### config.mk
export PLATFORM = sky130hd
export DESIGN_NAME = ctrl_ep_buffer
export DESIGN_NICKNAME = d
export VERILOG_FILES = /design/src/rtl/cep_pkg.sv /design/src/rtl/cep_buf_mem.sv /design/src/rtl/cep_tx_engine.sv /design/src/rtl/cep_ctrl.sv /design/src/rtl/ctrl_ep_buffer.sv
export SDC_FILE = /design/constraint.sdc
export NUM_CORES = 1
export LEC_CHECK = 0
export CAP_MARGIN = 20
export CORE_AREA = 2 2 89 133
export DETAILED_ROUTE_END_ITERATION = 6
export DIE_AREA = 0 0 91 135
export SLEW_MARGIN = 20
export SYNTH_ARGS = -nofsm -noshare
export SYNTH_HDL_FRONTEND = slang
export SYNTH_SLANG_ARGS = --single-unit
### constraint.sdc
create_clock -name clk -period 2.05 [get_ports clk]
set_input_delay 0.205 -clock clk [delete_from_list [all_inputs] [get_ports clk]]
set_output_delay 0.205 -clock clk [all_outputs]
set_load 0.005 [all_outputs]
### src/rtl/cep_pkg.sv
package cep_pkg;

  typedef enum logic [1:0] {
    TK_IN    = 2'd0,
    TK_OUT   = 2'd1,
    TK_SETUP = 2'd2,
    TK_RSVD  = 2'd3
  } tok_kind_e;

  localparam logic [1:0] SEL_DATA   = 2'd0;
  localparam logic [1:0] SEL_CTRL   = 2'd1;
  localparam logic [1:0] SEL_STATUS = 2'd2;

  localparam int CTL_READY  = 0;
  localparam int CTL_DONE   = 1;
  localparam int CTL_OVF    = 2;
  localparam int CTL_REWIND = 3;

  // Receive code: {setup, out, toggle, ~toggle}
  function automatic logic [3:0] rx_code(input logic is_setup, input logic toggle);
    return {is_setup, ~is_setup, toggle, ~toggle};
  endfunction

endpackage

### src/rtl/cep_buf_mem.sv
module cep_buf_mem #(
  parameter int DW    = 8,
  parameter int DEPTH = 8,
  localparam int AW   = $clog2(DEPTH)
) (
  input  logic          clk,
  input  logic          we,
  input  logic [AW-1:0] waddr,
  input  logic [DW-1:0] wdata,
  input  logic [AW-1:0] raddr_a,
  output logic [DW-1:0] rdata_a,
  input  logic [AW-1:0] raddr_b,
  output logic [DW-1:0] rdata_b
);

  logic [DW-1:0] store [DEPTH];

  always_ff @(posedge clk) begin
    if (we) store[waddr] <= wdata;
  end

  assign rdata_a = store[raddr_a];
  assign rdata_b = store[raddr_b];

endmodule

### src/rtl/cep_tx_engine.sv
module cep_tx_engine #(
  parameter int DEPTH = 8,
  localparam int AW   = $clog2(DEPTH)
) (
  input  logic          clk,
  input  logic          rst_n,
  input  logic          start,
  output logic          busy,
  output logic [AW-1:0] idx,
  output logic          last
);

  localparam logic [AW-1:0] LAST_IDX = AW'(DEPTH - 1);

  always_ff @(posedge clk or negedge rst_n) begin
    if (!rst_n) begin
      busy <= 1'b0;
      idx  <= '0;
    end else if (start && !busy) begin
      busy <= 1'b1;
      idx  <= '0;
    end else if (busy) begin
      if (idx == LAST_IDX) begin
        busy <= 1'b0;
        idx  <= '0;
      end else begin
        idx <= idx + 1'b1;
      end
    end
  end

  assign last = busy && (idx == LAST_IDX);

  AST_LAST_ENDS_BURST: assert property (@(posedge clk) disable iff (!rst_n)
    last |=> !busy);

  AST_BURST_STARTS_AT_ZERO: assert property (@(posedge clk) disable iff (!rst_n)
    (start && !busy) |=> (busy && idx == '0));

endmodule

### src/rtl/cep_ctrl.sv
module cep_ctrl
  import cep_pkg::*;
#(
  parameter int DW    = 8,
  parameter int DEPTH = 8,
  localparam int AW   = $clog2(DEPTH),
  localparam int PW   = $clog2(DEPTH) + 1
) (
  input  logic          clk,
  input  logic          rst_n,
  input  logic [1:0]    fw_sel,
  input  logic          fw_wr,
  input  logic          fw_rd,
  input  logic [DW-1:0] fw_wdata,
  output logic [DW-1:0] fw_rdata,
  input  logic          tok_valid,
  input  logic [1:0]    tok_kind,
  input  logic          rx_byte_valid,
  input  logic [DW-1:0] rx_byte,
  input  logic          rx_end,
  input  logic          rx_toggle,
  input  logic          host_ack,
  input  logic          tx_busy,
  output logic          tx_start,
  output logic          mem_we,
  output logic [AW-1:0] mem_waddr,
  output logic [DW-1:0] mem_wdata,
  output logic [AW-1:0] mem_raddr,
  input  logic [DW-1:0] mem_rdata,
  output logic          hs_ack,
  output logic          hs_nak
);

  localparam logic [PW-1:0] FULL = PW'(DEPTH);

  function automatic logic [PW-1:0] ptr_wrap_next(input logic [PW-1:0] p);
    if (p >= PW'(DEPTH - 1)) return '0;
    return p + 1'b1;
  endfunction

  // State
  logic [PW-1:0] ptr_q, ptr_d;
  logic          tx_ready_q, tx_ready_d;
  logic          rx_done_q, rx_done_d;
  logic          ovf_q, ovf_d;
  logic          rx_active_q;
  logic          rx_setup_q;
  logic          wait_ack_q;
  logic [3:0]    code_q;
  logic          hs_ack_q, hs_nak_q;

  // Named events
  tok_kind_e kind;
  logic in_tok, out_tok, setup_tok;
  logic in_send, in_nak, out_nak, rx_start;
  logic rx_take, rx_store, rx_drop, rx_finish;
  logic ack_take;
  logic fw_ctrl_wr, fw_data_wr, fw_data_rd, fw_rewind, fw_clear_done;

  assign kind      = tok_kind_e'(tok_kind);
  assign in_tok    = tok_valid && (kind == TK_IN);
  assign out_tok   = tok_valid && (kind == TK_OUT);
  assign setup_tok = tok_valid && (kind == TK_SETUP);

  assign in_send  = in_tok && tx_ready_q && !tx_busy && !rx_active_q;
  assign in_nak   = in_tok && !tx_ready_q && !tx_busy;
  assign out_nak  = out_tok && rx_done_q;
  assign rx_start = setup_tok || (out_tok && !rx_done_q);

  assign rx_take   = rx_active_q && rx_byte_valid;
  assign rx_store  = rx_take && (ptr_q < FULL);
  assign rx_drop   = rx_take && (ptr_q >= FULL);
  assign rx_finish = rx_active_q && rx_end;

  assign ack_take = host_ack && wait_ack_q && !tx_busy;

  assign fw_ctrl_wr    = fw_wr && (fw_sel == SEL_CTRL);
  assign fw_data_wr    = fw_wr && (fw_sel == SEL_DATA) && !rx_take;
  assign fw_data_rd    = fw_rd && (fw_sel == SEL_DATA) && !rx_take;
  assign fw_rewind     = fw_ctrl_wr && (fw_wdata[CTL_READY] || fw_wdata[CTL_REWIND]);
  assign fw_clear_done = fw_ctrl_wr && fw_wdata[CTL_DONE];

  assign tx_start = in_send;

  // Buffer write port: received data has priority
  assign mem_we    = rx_store || fw_data_wr;
  assign mem_waddr = ptr_q[AW-1:0];
  assign mem_wdata = rx_store ? rx_byte : fw_wdata;
  assign mem_raddr = ptr_q[AW-1:0];

  // Next-state, later lines take priority
  always_comb begin
    ptr_d = ptr_q;
    if (fw_data_wr || fw_data_rd) ptr_d = ptr_wrap_next(ptr_q);
    if (fw_rewind)                ptr_d = '0;
    if (rx_store)                 ptr_d = ptr_q + 1'b1;
    if (rx_start || rx_finish || ack_take) ptr_d = '0;
  end

  always_comb begin
    tx_ready_d = tx_ready_q;
    if (fw_ctrl_wr) tx_ready_d = fw_wdata[CTL_READY];
    if (ack_take)   tx_ready_d = 1'b0;
  end

  always_comb begin
    rx_done_d = rx_done_q;
    ovf_d     = ovf_q;
    if (fw_clear_done) begin
      rx_done_d = 1'b0;
      ovf_d     = 1'b0;
    end
    if (rx_start) begin
      rx_done_d = 1'b0;
      ovf_d     = 1'b0;
    end
    if (rx_drop)   ovf_d     = 1'b1;
    if (rx_finish) rx_done_d = 1'b1;
  end

  always_ff @(posedge clk or negedge rst_n) begin
    if (!rst_n) begin
      ptr_q       <= '0;
      tx_ready_q  <= 1'b0;
      rx_done_q   <= 1'b0;
      ovf_q       <= 1'b0;
      rx_active_q <= 1'b0;
      rx_setup_q  <= 1'b0;
      wait_ack_q  <= 1'b0;
      code_q      <= '0;
      hs_ack_q    <= 1'b0;
      hs_nak_q    <= 1'b0;
    end else begin
      ptr_q      <= ptr_d;
      tx_ready_q <= tx_ready_d;
      rx_done_q  <= rx_done_d;
      ovf_q      <= ovf_d;
      if (rx_start) begin
        rx_active_q <= 1'b1;
        rx_setup_q  <= setup_tok;
      end else if (rx_finish) begin
        rx_active_q <= 1'b0;
      end
      if (rx_finish) code_q <= rx_code(rx_setup_q, rx_toggle);
      if (tok_valid)     wait_ack_q <= in_send;
      else if (ack_take) wait_ack_q <= 1'b0;
      hs_ack_q <= rx_finish;
      hs_nak_q <= in_nak || out_nak;
    end
  end

  // Firmware read mux
  always_comb begin
    fw_rdata = '0;
    case (fw_sel)
      SEL_DATA: fw_rdata = mem_rdata;
      SEL_CTRL: begin
        fw_rdata[CTL_READY] = tx_ready_q;
        fw_rdata[CTL_DONE]  = rx_done_q;
        fw_rdata[CTL_OVF]   = ovf_q;
      end
      SEL_STATUS: fw_rdata[3:0] = code_q;
      default: fw_rdata = '0;
    endcase
  end

  assign hs_ack = hs_ack_q;
  assign hs_nak = hs_nak_q;

  // Assertions
  AST_ACK_CLEARS_READY: assert property (@(posedge clk) disable iff (!rst_n)
    ack_take |=> (!tx_ready_q && ptr_q == '0));

  AST_NAK_WITHOUT_DATA: assert property (@(posedge clk) disable iff (!rst_n)
    in_nak |=> (hs_nak_q && !tx_busy));

  AST_RETRY_KEEPS_READY: assert property (@(posedge clk) disable iff (!rst_n)
    (wait_ack_q && tok_valid && !fw_ctrl_wr) |=> tx_ready_q);

  AST_CODE_WELLFORMED: assert property (@(posedge clk) disable iff (!rst_n)
    rx_done_q |-> ($countones(code_q) == 2));

  AST_PTR_BOUNDED: assert property (@(posedge clk) disable iff (!rst_n)
    ptr_q <= FULL);

  AST_NO_WRITE_PAST_END: assert property (@(posedge clk) disable iff (!rst_n)
    rx_drop |-> !mem_we);

  AST_DROP_FLAGS_OVF: assert property (@(posedge clk) disable iff (!rst_n)
    (rx_drop && !rx_start) |=> ovf_q);

  AST_OUT_REFUSED: assert property (@(posedge clk) disable iff (!rst_n)
    (out_nak && !fw_clear_done) |=> (hs_nak_q && rx_done_q && !rx_active_q));

  AST_DONE_HELD: assert property (@(posedge clk) disable iff (!rst_n)
    (rx_done_q && !fw_clear_done && !rx_start) |=> rx_done_q);

  AST_SETUP_ACCEPTED: assert property (@(posedge clk) disable iff (!rst_n)
    setup_tok |=> (rx_active_q && rx_setup_q && ptr_q == '0));

endmodule

### src/rtl/ctrl_ep_buffer.sv
module ctrl_ep_buffer #(
  parameter int DW    = 8,
  parameter int DEPTH = 8,
  localparam int AW   = $clog2(DEPTH)
) (
  input  logic          clk,
  input  logic          rst_n,
  input  logic [1:0]    fw_sel,
  input  logic          fw_wr,
  input  logic          fw_rd,
  input  logic [DW-1:0] fw_wdata,
  output logic [DW-1:0] fw_rdata,
  input  logic          tok_valid,
  input  logic [1:0]    tok_kind,
  input  logic          rx_byte_valid,
  input  logic [DW-1:0] rx_byte,
  input  logic          rx_end,
  input  logic          rx_toggle,
  input  logic          host_ack,
  output logic          tx_valid,
  output logic [DW-1:0] tx_byte,
  output logic          tx_last,
  output logic          hs_ack,
  output logic          hs_nak
);

  logic          tx_busy, tx_start, tx_end;
  logic [AW-1:0] tx_idx;
  logic          mem_we;
  logic [AW-1:0] mem_waddr, mem_raddr;
  logic [DW-1:0] mem_wdata, mem_rdata, tx_rdata;

  cep_buf_mem #(.DW(DW), .DEPTH(DEPTH)) u_mem (
    .clk     (clk),
    .we      (mem_we),
    .waddr   (mem_waddr),
    .wdata   (mem_wdata),
    .raddr_a (mem_raddr),
    .rdata_a (mem_rdata),
    .raddr_b (tx_idx),
    .rdata_b (tx_rdata)
  );

  cep_tx_engine #(.DEPTH(DEPTH)) u_tx (
    .clk   (clk),
    .rst_n (rst_n),
    .start (tx_start),
    .busy  (tx_busy),
    .idx   (tx_idx),
    .last  (tx_end)
  );

  cep_ctrl #(.DW(DW), .DEPTH(DEPTH)) u_ctrl (
    .clk           (clk),
    .rst_n         (rst_n),
    .fw_sel        (fw_sel),
    .fw_wr         (fw_wr),
    .fw_rd         (fw_rd),
    .fw_wdata      (fw_wdata),
    .fw_rdata      (fw_rdata),
    .tok_valid     (tok_valid),
    .tok_kind      (tok_kind),
    .rx_byte_valid (rx_byte_valid),
    .rx_byte       (rx_byte),
    .rx_end        (rx_end),
    .rx_toggle     (rx_toggle),
    .host_ack      (host_ack),
    .tx_busy       (tx_busy),
    .tx_start      (tx_start),
    .mem_we        (mem_we),
    .mem_waddr     (mem_waddr),
    .mem_wdata     (mem_wdata),
    .mem_raddr     (mem_raddr),
    .mem_rdata     (mem_rdata),
    .hs_ack        (hs_ack),
    .hs_nak        (hs_nak)
  );

  assign tx_valid = tx_busy;
  assign tx_byte  = tx_busy ? tx_rdata : '0;
  assign tx_last  = tx_end;

  AST_TX_NOT_DURING_HANDSHAKE: assert property (@(posedge clk) disable iff (!rst_n)
    hs_nak |-> !tx_last);

endmodule

-- Yosys cells after proc, flatten, opt, wreduce, memory -nomap -nowiden
Memories as Yosys holds them, arrays and structs flattened.
Index checks and enable logic that the tools add are counted.
W data, S select, Z words.
- output and inout port bits: 20
- memories kept: 1
- word-level logic and storage cells: 102
- register bits after elaboration: 20
- bits of input ports: 29
- memory bits (writable): 64
- mux-type cells: 31
- eq/ne operators: 5
- order comparisons: 3
- bitwise gates (word level): 2
- reduce and logical (&&, ||, !) cells: 46
- $add $sub $neg: 2
- memory list (memory ; words ; bits a word ; read ports ; clocked after Yosys merged registers in ; wr ports ; RTL line ; text):
    u_mem.store ; 8 ; 8 ; 2 ; 0 ; 1 ; cep_buf_mem.sv:16 ; logic [DW-1:0] store [DEPTH];
- operator list (cell ; count):
    $mux W4 ; 7
    $logic_and A1 B1 Y1 ; 25
    $mux W1 ; 17
    $mux W8 ; 2
    $mux W3 ; 3
    $pmux W3 S3 ; 1
    $reduce_bool A2 Y1 ; 4
    $logic_or A1 B1 Y1 ; 7
    $reduce_bool A3 Y1 ; 2
    $logic_not A1 Y1 ; 5
    $add A4 B1 Y4 const B ; 1
    $eq A2 B1 Y1 const B ; 2
    $eq A2 B2 Y1 const B ; 2
    $ge A4 B3 Y1 const B ; 1
    $ge A4 B4 Y1 const B ; 1
    $logic_not A2 Y1 ; 2
    $lt A4 B4 Y1 const B ; 1
    $reduce_bool A4 Y1 ; 1
    $add A3 B1 Y3 const B ; 1
    $eq A3 B3 Y1 const B ; 1
    $not A1 Y1 ; 2
    $pmux W1 S2 ; 1

-- Longest topological paths before layout
Gate-level depths: netlist of run 1.
- depth in word-level cells: 10
- gate-level depth with buffers: 7
- mapped depth without buffers: 5

-- By module
A second synthesis of run 1 with hierarchy kept.
- cells, all modules: 275
- area, all modules: 4391.7 µm²
- by module, submodules not included (module ; area each (µm²) ; instances ; cells an instance):
    cep_buf_mem ; 3078.0 ; 1 ; 135
    cep_ctrl ; 1086.0 ; 1 ; 118
    cep_tx_engine ; 177.7 ; 1 ; 14
    ctrl_ep_buffer ; 50.0 ; 1 ; 8

-- Least setup slack after synthesis of run 1
OpenSTA, ideal clock, no wires.
- kind: register to register
- start: register u_ctrl.ptr_q[3]
- end: memory u_mem.store[0][0] (enable)
- arrival: 1.625 ns
- cell stages (with the launch flop): 6
- data required time: 1.667 ns
- library setup time: 0.383 ns
- path buffers: 1
- setup slack: 0.042 ns
- cell sequence: dfrtp_1 > and3b_1 > buf_4 > a31o_2 > nand2b_1 > nor3_1
- word-level cells in the longest chain between the ends: 5
- RTL lines (item ; RTL line ; text):
    from (decl) ; cep_ctrl.sv:42 ; logic [PW-1:0] ptr_q, ptr_d;
    from (signal assigned) ; cep_ctrl.sv:134 ; ptr_q <= ptr_d;
    $lt A4 B4 Y1 ; cep_ctrl.sv:71 ; assign rx_store = rx_take && (ptr_q < FULL);
    $logic_and A1 B1 Y1 ; cep_ctrl.sv:71 ;
    $logic_or A1 B1 Y1 ; cep_ctrl.sv:86 ; assign mem_we = rx_store || fw_data_wr;
    $mux W1 ; cep_buf_mem.sv:19 ; if (we) store[waddr] <= wdata;
    $mux W1 (not written as such) ; cep_buf_mem.sv:19 ;
    to (decl) ; cep_buf_mem.sv:16 ;
No other way between the ends.

-- Worst setup path in the final report of run 1
- start: register u_ctrl.ptr_q[0]
- end: output fw_rdata[6]
- word-level cells in the longest chain between the ends: 2
- RTL lines (item ; RTL line ; text):
    $mem_v2 Z8 W8 ; n/a ;
    $mux W4 ; cep_ctrl.sv:155 ; case (fw_sel)
    to (decl) ; ctrl_ep_buffer.sv:12 ; output logic [DW-1:0] fw_rdata,
No other way between the ends.

==> results of run 1 <==
layer usage:
metal | up-vias | part of all wire, %
li1 | 1453 | -
met4 | 0 | 4.3
met3 | 25 | 3.7
met2 | 94 | 55
met1 | 1570 | 37
met5 | - | 0
flip-flops by register name (all words and copies together), names as in the netlist:
| register | count |
|---|---|
| u_ctrl.code_q | 4 |
| u_ctrl.hs_ack | 1 |
| u_ctrl.hs_nak | 1 |
| u_ctrl.ovf_q | 1 |
| u_ctrl.ptr_q | 4 |
| u_ctrl.rx_active_q | 1 |
| u_ctrl.rx_done_q | 1 |
| u_ctrl.rx_setup_q | 1 |
| u_ctrl.tx_ready_q | 1 |
| u_ctrl.wait_ack_q | 1 |
| u_mem.store | 64 |
| u_tx.busy | 1 |
| u_tx.idx | 3 |
critical path, delay by kind of cell (launching register included):
| family | cells | cell delay (ns) |
|---|---|---|
| flops | 1 | 0.46 |
| buf+inv | 3 | 0.39 |
| simple gates | 1 | 0.15 |
| compound gates | 1 | 0.08 |
| mux | 2 | 0.57 |
report_power, final:
| group | switching [uW] | internal, uW |
|---|---|---|
| logic | 1120 | 1300 |
| clock network | 619 | 923 |
| registers | 122 | 2000 |
through the flow:
stage / utilization (%) / setup TNS, ns
6_report: 52.52 / -0.8135
5_1_grt: 52.52 / -1.824
4_1_cts: 52.04 / -0.8960
3_5_place_dp: 47.62 / -5.568
3_3_place_gp: 47.62 / -4.762
2_1_floorplan: - / 0
layout make-up:
cell class / count / area (sq um) / area share [%]
Clock buffer: 9 / 225.2 / 3.878
Inverter: 12 / 45.04 / 0.7757
Timing Repair Buffer: 117 / 1018 / 17.54
Multi-Input combinational cell: 202 / 1849 / 31.85
Tap cell: 147 / 183.9 / 3.167
Sequential cell: 84 / 2427 / 41.80
Clock inverter: 7 / 57.56 / 0.9912
cells in the final DEF (no fill, tap or decap), drive strengths merged, types with 4 or more instances in the layout:
cell / count
mux2: 13
mux4: 23
nor2: 23
nor3: 5
clkdlybuf4s50: 31
nand3: 7
edfxtp: 64
ha: 4
mux2i: 20
nand2b: 7
nand2: 23
nor2b: 4
buf: 86
clkinv: 5
clkbuf: 9
dfrtp: 20
a21oi: 17
inv: 12
o21ai: 14
cells by family after synthesis:
kind of cell / Yosys count / share of synthesized area (%)
AOI/OAI and AO/OA: 59 / 9.123
adders and majority gates: 4 / 1.147
buffers and inverters: 31 / 4.733
DFF: 84 / 55.54
muxes: 56 / 20.17
and+or+nand+nor: 83 / 9.295
what timing repair did:
action / in CTS / in global routing
setup endpoints to repair: 18 / 26
gates resized for setup: 104 / 25
gates cloned: 2 / 0
setup buffers: 17 / 6
pin swaps: 9 / 10
worst paths after layout:
| kind | startpoint | to | slack [ns] |
|---|---|---|---|
| worst min-delay path | rst_n | u_ctrl.ptr_q[3] | 0.22 |
| min in group clk | rx_toggle | u_ctrl.code_q[0] | 0.44 |
| max in group asynchronous | rst_n | u_ctrl.ptr_q[1] | 1.59 |
| worst max register to register | u_ctrl.ptr_q[1] | u_ctrl.ptr_q[1] | 0.06 |
| worst max-delay path | u_ctrl.ptr_q[0] | fw_rdata[6] | -0.15 |
| worst min register to register | u_ctrl.wait_ack_q | u_ctrl.tx_ready_q | 0.48 |
==> flow_metrics.py, run 1 <==
metrics = {
    "status": {
        "status": "finished, violations left",
        "violations": "negative setup slack",
    },
    "timing": {
        "period_share_pct": 107.1,
        "relSlewSlack_pct": 67.30,
        "max_freq_mhz": 455.6,
        "period_needed_ns": 2.195,
        "drv_slew": 0,
        "worst_pin_slew_ns": 0.4899,
        "setup_ws_ns": -0.1450,
        "hold_viol": 0,
        "finClkSkew_ns": 0.004653,
        "rsz0062_at_grt": "yes",
        "setup_violations": 12,
        "whs_ns": 0.2152,
    },
    "placement": {
        "gp_congestion": 0.8970,
        "dpl.hpwl_mm": 8.398,
        "port-buffer-count": 48,
        "dp_worst_setup_slack_ns": -0.2616,
        "postPlaceCellArea_sq_um": 5265,
        "dp_cells": 543,
    },
    "clocking": {
        "cts_buffers": 9,
        "postCtsHoldBufs": 0,
        "clock_path_buffers": 2,
        "cts_tree": "yes",
        "ctsHtreeMaxLevel": 3,
        "root_buffer": "clkbuf_16",
        "clk_pin_slew_ns": 0.06,
        "insertion_delay_ns": 0.34,
        "clock_sinks": 84,
    },
    "yosys": {
        "synthTopCellsByCount": "edfxtp_1 (64), nand2_1 (23), nor2_1 (22)",
        "synth_seq_area_share_pct": 55.54,
        "netlist_top_cells_area": "edfxtp_1 (44%), dfrtp_1 (11%), mux4_2 (9.8%)",
        "synth_seq_cells": 84,
        "synth_cell_types": 56,
        "synth_most_common_cell": "edfxtp_1",
        "yosys.area.top_type": "edfxtp_1",
        "synth_edf_count": 64,
        "synthFlopType": "edfxtp_1",
        "async_reset_ff_share_pct": 23.81,
        "synth_top_area_share_pct": 44.06,
        "yosys_warnings": 0,
        "synthCells": 317,
        "syn_area_sq_um": 4362,
        "syn_area_per_cell_sq_um": 13.76,
        "synth_nets": 350,
    },
    "detailed_routing": {
        "dr.first_iter.drc_count": 242,
        "routedWlPerCell_um": 20.93,
        "drt-pass1-iter-count": 4,
        "viasPerCell": 5.436,
        "route.vias.total": 3142,
        "drc": 0,
        "drt-total-wl_mm": 12.10,
        "ant_nets": 0,
    },
    "global_routing": {
        "use_met1_pct": 23.16,
        "grt_max_degree": 21,
        "grt.busiest_layer": "met2",
        "overflow": 0,
        "gr-usage-met3_pct": 2.623,
        "gr-usage-all-layers_pct": 20.78,
        "use_met2_pct": 37.33,
        "antenna_found_initial": 0,
        "grt_pass1_vias": 3338,
        "grt_pass1_wl_mm": 18.62,
    },
    "floorplanning": {
        "die_h_um": 135,
        "die_w_um": 91,
        "dieArea_sq_um": 12290,
        "core_sq_um": 11060,
        "pin_count": 49,
        "initial_core_util_pct": 39.45,
        "placement_rows": 47,
    },
    "setup_path": {
        "cp.required_ns": 1.85,
        "cp-start-kind": "register",
        "cp_cell_sequence": "buf_12 -> buf_8 -> mux2i_1 -> mux4_2 -> o21ai_1 -> and2_1 -> buf_2",
        "cp.arrival_ns": 1.99,
        "critPathKind": "register to output port",
        "cp_slowest_cell": "dfrtp_2",
        "cp_max_fo": 5,
        "crit_path_end_kind": "output port",
        "max_stage_delay_ns": 0.46,
        "r2r_cells": 7,
    },
    "cells_and_area": {
        "diodes": 0,
        "syn2layout_area_growth_pct": 33.13,
        "drive_above_1_share_pct": 38.05,
        "final_area_sq_um": 5807,
        "nets": 459,
        "final_cells": 578,
        "fill_cells": 977,
    },
    "pwr": {
        "power_density_nw_per_um2": 1049,
        "finalPower_uw": 6090,
        "p_leak_uw": 0.002148,
        "peakVddDrop_mv": 0.4085,
    },
    "worst_hold_path": {
        "hp-class": "input pin to asynchronous set/reset pin",
    },
    "flow_run": {
        "drv_cap": 0,
    },
}
(Power assumes the default switching activity.)
==> inputs of run 2 (changes only) <==
- ABC_CLOCK_PERIOD_IN_PS: unset -> 2050
==> results of run 2 <==
No change in the layout: final DEF, timing and power equal those of run 1.
==> inputs of run 3 (changes only) <==
--- a/config.mk
+++ b/config.mk
@@ -12,3 +12,2 @@
 export DIE_AREA = 0 0 91 135
-export SLEW_MARGIN = 20
 export SYNTH_ARGS = -nofsm -noshare
--- a/constraint.sdc
+++ b/constraint.sdc
@@ -3,2 +3,2 @@
 set_output_delay 0.205 -clock clk [all_outputs]
-set_load 0.005 [all_outputs]
+set_load 0.1 [all_outputs]
==> run 3 against run 2 <==
Against the previous run:
- the flow still finishes with violations (negative setup slack)
- worst hold slack lost 0.011 ns
- utilization increased by 3.7 points
- combinational power up 73%
- largest power group unchanged
- final area increased by 7.1%
- wire length is 0.17% higher
- clock power down 5%
- worst setup slack got worse by 0.12 ns
- sequential power about the same
- sequential share of layout area is 2.7 points lower
- clock-buffer cell count did not move
- maximum frequency decreased by 5.3%
- highest routed layer unchanged
- cell count shrank 1.4%
- critical endpoint is now fw_rdata[3]
==> flow_metrics.py, run 3 (synthesis gave the netlist of run 1 again) <==
metrics = {
    "flow_run": {
        "drv_cap": 0,
    },
    "worst_hold_path": {
        "hp-class": "input pin to asynchronous set/reset pin",
    },
    "placement": {
        "port-buffer-count": 48,
        "gp_congestion": 0.8315,
        "dpl.hpwl_mm": 8.300,
        "dp_worst_setup_slack_ns": -0.03099,
    },
    "clocking": {
        "cts_buffers": 9,
        "cts_tree": "yes",
        "clock_path_buffers": 2,
        "clock_sinks": 84,
        "clk_pin_slew_ns": 0.06,
        "root_buffer": "clkbuf_16",
        "ctsHtreeMaxLevel": 3,
        "insertion_delay_ns": 0.34,
    },
    "timing": {
        "relSlewSlack_pct": 61.45,
        "drv_slew": 0,
        "worst_pin_slew_ns": 0.5637,
        "rsz0062_at_grt": "yes",
        "setup_violations": 15,
        "hold_viol": 0,
        "finClkSkew_ns": 0.008474,
        "setup_ws_ns": -0.2688,
        "period_share_pct": 113.1,
        "fin_setup_tns_ns": -2.134,
        "max_freq_mhz": 431.3,
        "period_needed_ns": 2.319,
    },
    "floorplanning": {
        "dieArea_sq_um": 12290,
        "die_w_um": 91,
        "die_h_um": 135,
        "core_sq_um": 11060,
        "pin_count": 49,
        "placement_rows": 47,
        "initial_core_util_pct": 39.45,
    },
    "setup_path": {
        "reg2reg_from": "u_ctrl.ptr_q[0]",
        "cp_max_fo": 7,
        "cp-start-kind": "register",
        "cp.arrival_ns": 2.11,
        "r2r-end": "u_ctrl.ptr_q[1]",
        "crit_path_end_kind": "output port",
        "critPathKind": "register to output port",
        "rrSetupSlack_ns": 0.14,
        "cp_cell_sequence": "buf_6 -> mux2i_1 -> mux4_2 -> a221oi_4 -> buf_12",
        "max_stage_delay_ns": 0.50,
        "cp_num_buf_inv": 2,
        "cp.required_ns": 1.85,
        "cp_slowest_cell": "mux4_2",
        "r2r_cells": 7,
        "crit_family": "multiplexers",
    },
    "detailed_routing": {
        "wl_met3_um": 494,
        "top_layer_used": "met4",
        "drc": 0,
        "m1WireLength_mm": 4.524,
        "drt-pass1-iter-count": 5,
        "route.vias.total": 3163,
        "routedWlPerCell_um": 21.25,
        "ant_nets": 0,
        "dr.first_iter.drc_count": 199,
        "viasPerCell": 5.549,
        "drt-total-wl_mm": 12.12,
        "met2_length_mm": 6.607,
    },
    "status": {
        "status": "finished, violations left",
        "violations": "negative setup slack",
    },
    "cells_and_area": {
        "diodes": 0,
        "drive_above_1_share_pct": 41.84,
        "final_cell_mix": "edfxtp_1 (64), buf_4 (49), clkdlybuf4s50_1 (28), buf_12 (25)",
        "syn2layout_area_growth_pct": 42.54,
        "regMostFlops": "u_mem.store",
        "reg_top3": "u_mem.store x64, u_ctrl.code_q x4, u_ctrl.ptr_q x4",
        "layout_commonest_cell": "edfxtp_1",
        "nets": 451,
        "largest_reg_flops": 64,
    },
    "pwr": {
        "p_leak_uw": 0.002195,
        "peakVddDrop_mv": 0.7651,
        "power_density_nw_per_um2": 1252,
    },
    "global_routing": {
        "grt_max_degree": 21,
        "overflow": 0,
        "gr-usage-all-layers_pct": 20.96,
        "antenna_found_initial": 0,
        "grt_pass1_wl_mm": 18.87,
        "grt_pass1_vias": 3353,
    },
}
run 3: stage by stage:
step	instance area (sq um)	total power, uW	hold slack (ns)	utilization (%)	instances
4_1_cts	6122	7669	0.2011	55.38	567
3_5_place_dp	5519	5582	0.4738	49.92	536
3_3_place_gp	5519	5534	0.4606	49.92	536
5_1_grt	6217	8083	0.2223	56.24	570
2_1_floorplan	4506	4470	-0.09059	-	317
6_report	6217	7782	0.2045	56.24	570
run 3: worst max path at each step:
stage / startpoint / to / slack, ns / cells after the start
after floorplan: u_ctrl.ptr_q[2] / fw_rdata[2] / -1.56 / 7
after global placement: fw_sel[1] / u_mem.store[0][5] / 0.008 / 6
after detailed placement: fw_sel[1] / fw_rdata[2] / -0.03 / 8
after CTS: u_ctrl.ptr_q[2] / fw_rdata[3] / -0.26 / 5
after global routing: u_ctrl.ptr_q[0] / fw_rdata[6] / -0.32 / 7
final: u_ctrl.ptr_q[2] / fw_rdata[3] / -0.27 / 5
run 3: per-layer routing:
layer,up-vias,global-route usage [%]
met5,-,0
met4,0,10.27
met3,28,4.129
met2,102,37.65
met1,1603,23.69
li1,1430,-
run 3: repair_timing:
action / in CTS / in global routing
pin swaps: 4 / 8
setup endpoints to repair: 16 / 17
hold buffers: 0 / 0
buffers inserted: 13 / 5
resized for setup: 42 / 18
gates cloned: 2 / 0
run 3: cell type report:
cell class                 count  area [sq um]
fill                         919          4838
sequential                    84          2429
multi-input combinational    202          2037
timing repair buffer         109          1251
clock buffer                   9         225.2
tap                          147         183.9
inverter                      12         47.55
clock inverter                 7         43.79
run 3: where the power goes:
group	total [uW]	internal [uW]	switching [uW]	leakage, uW
combinational	4190	1870	2310	0.00125
sequential	2130	2010	129	0.000825
clock	1460	811	650	0.000124
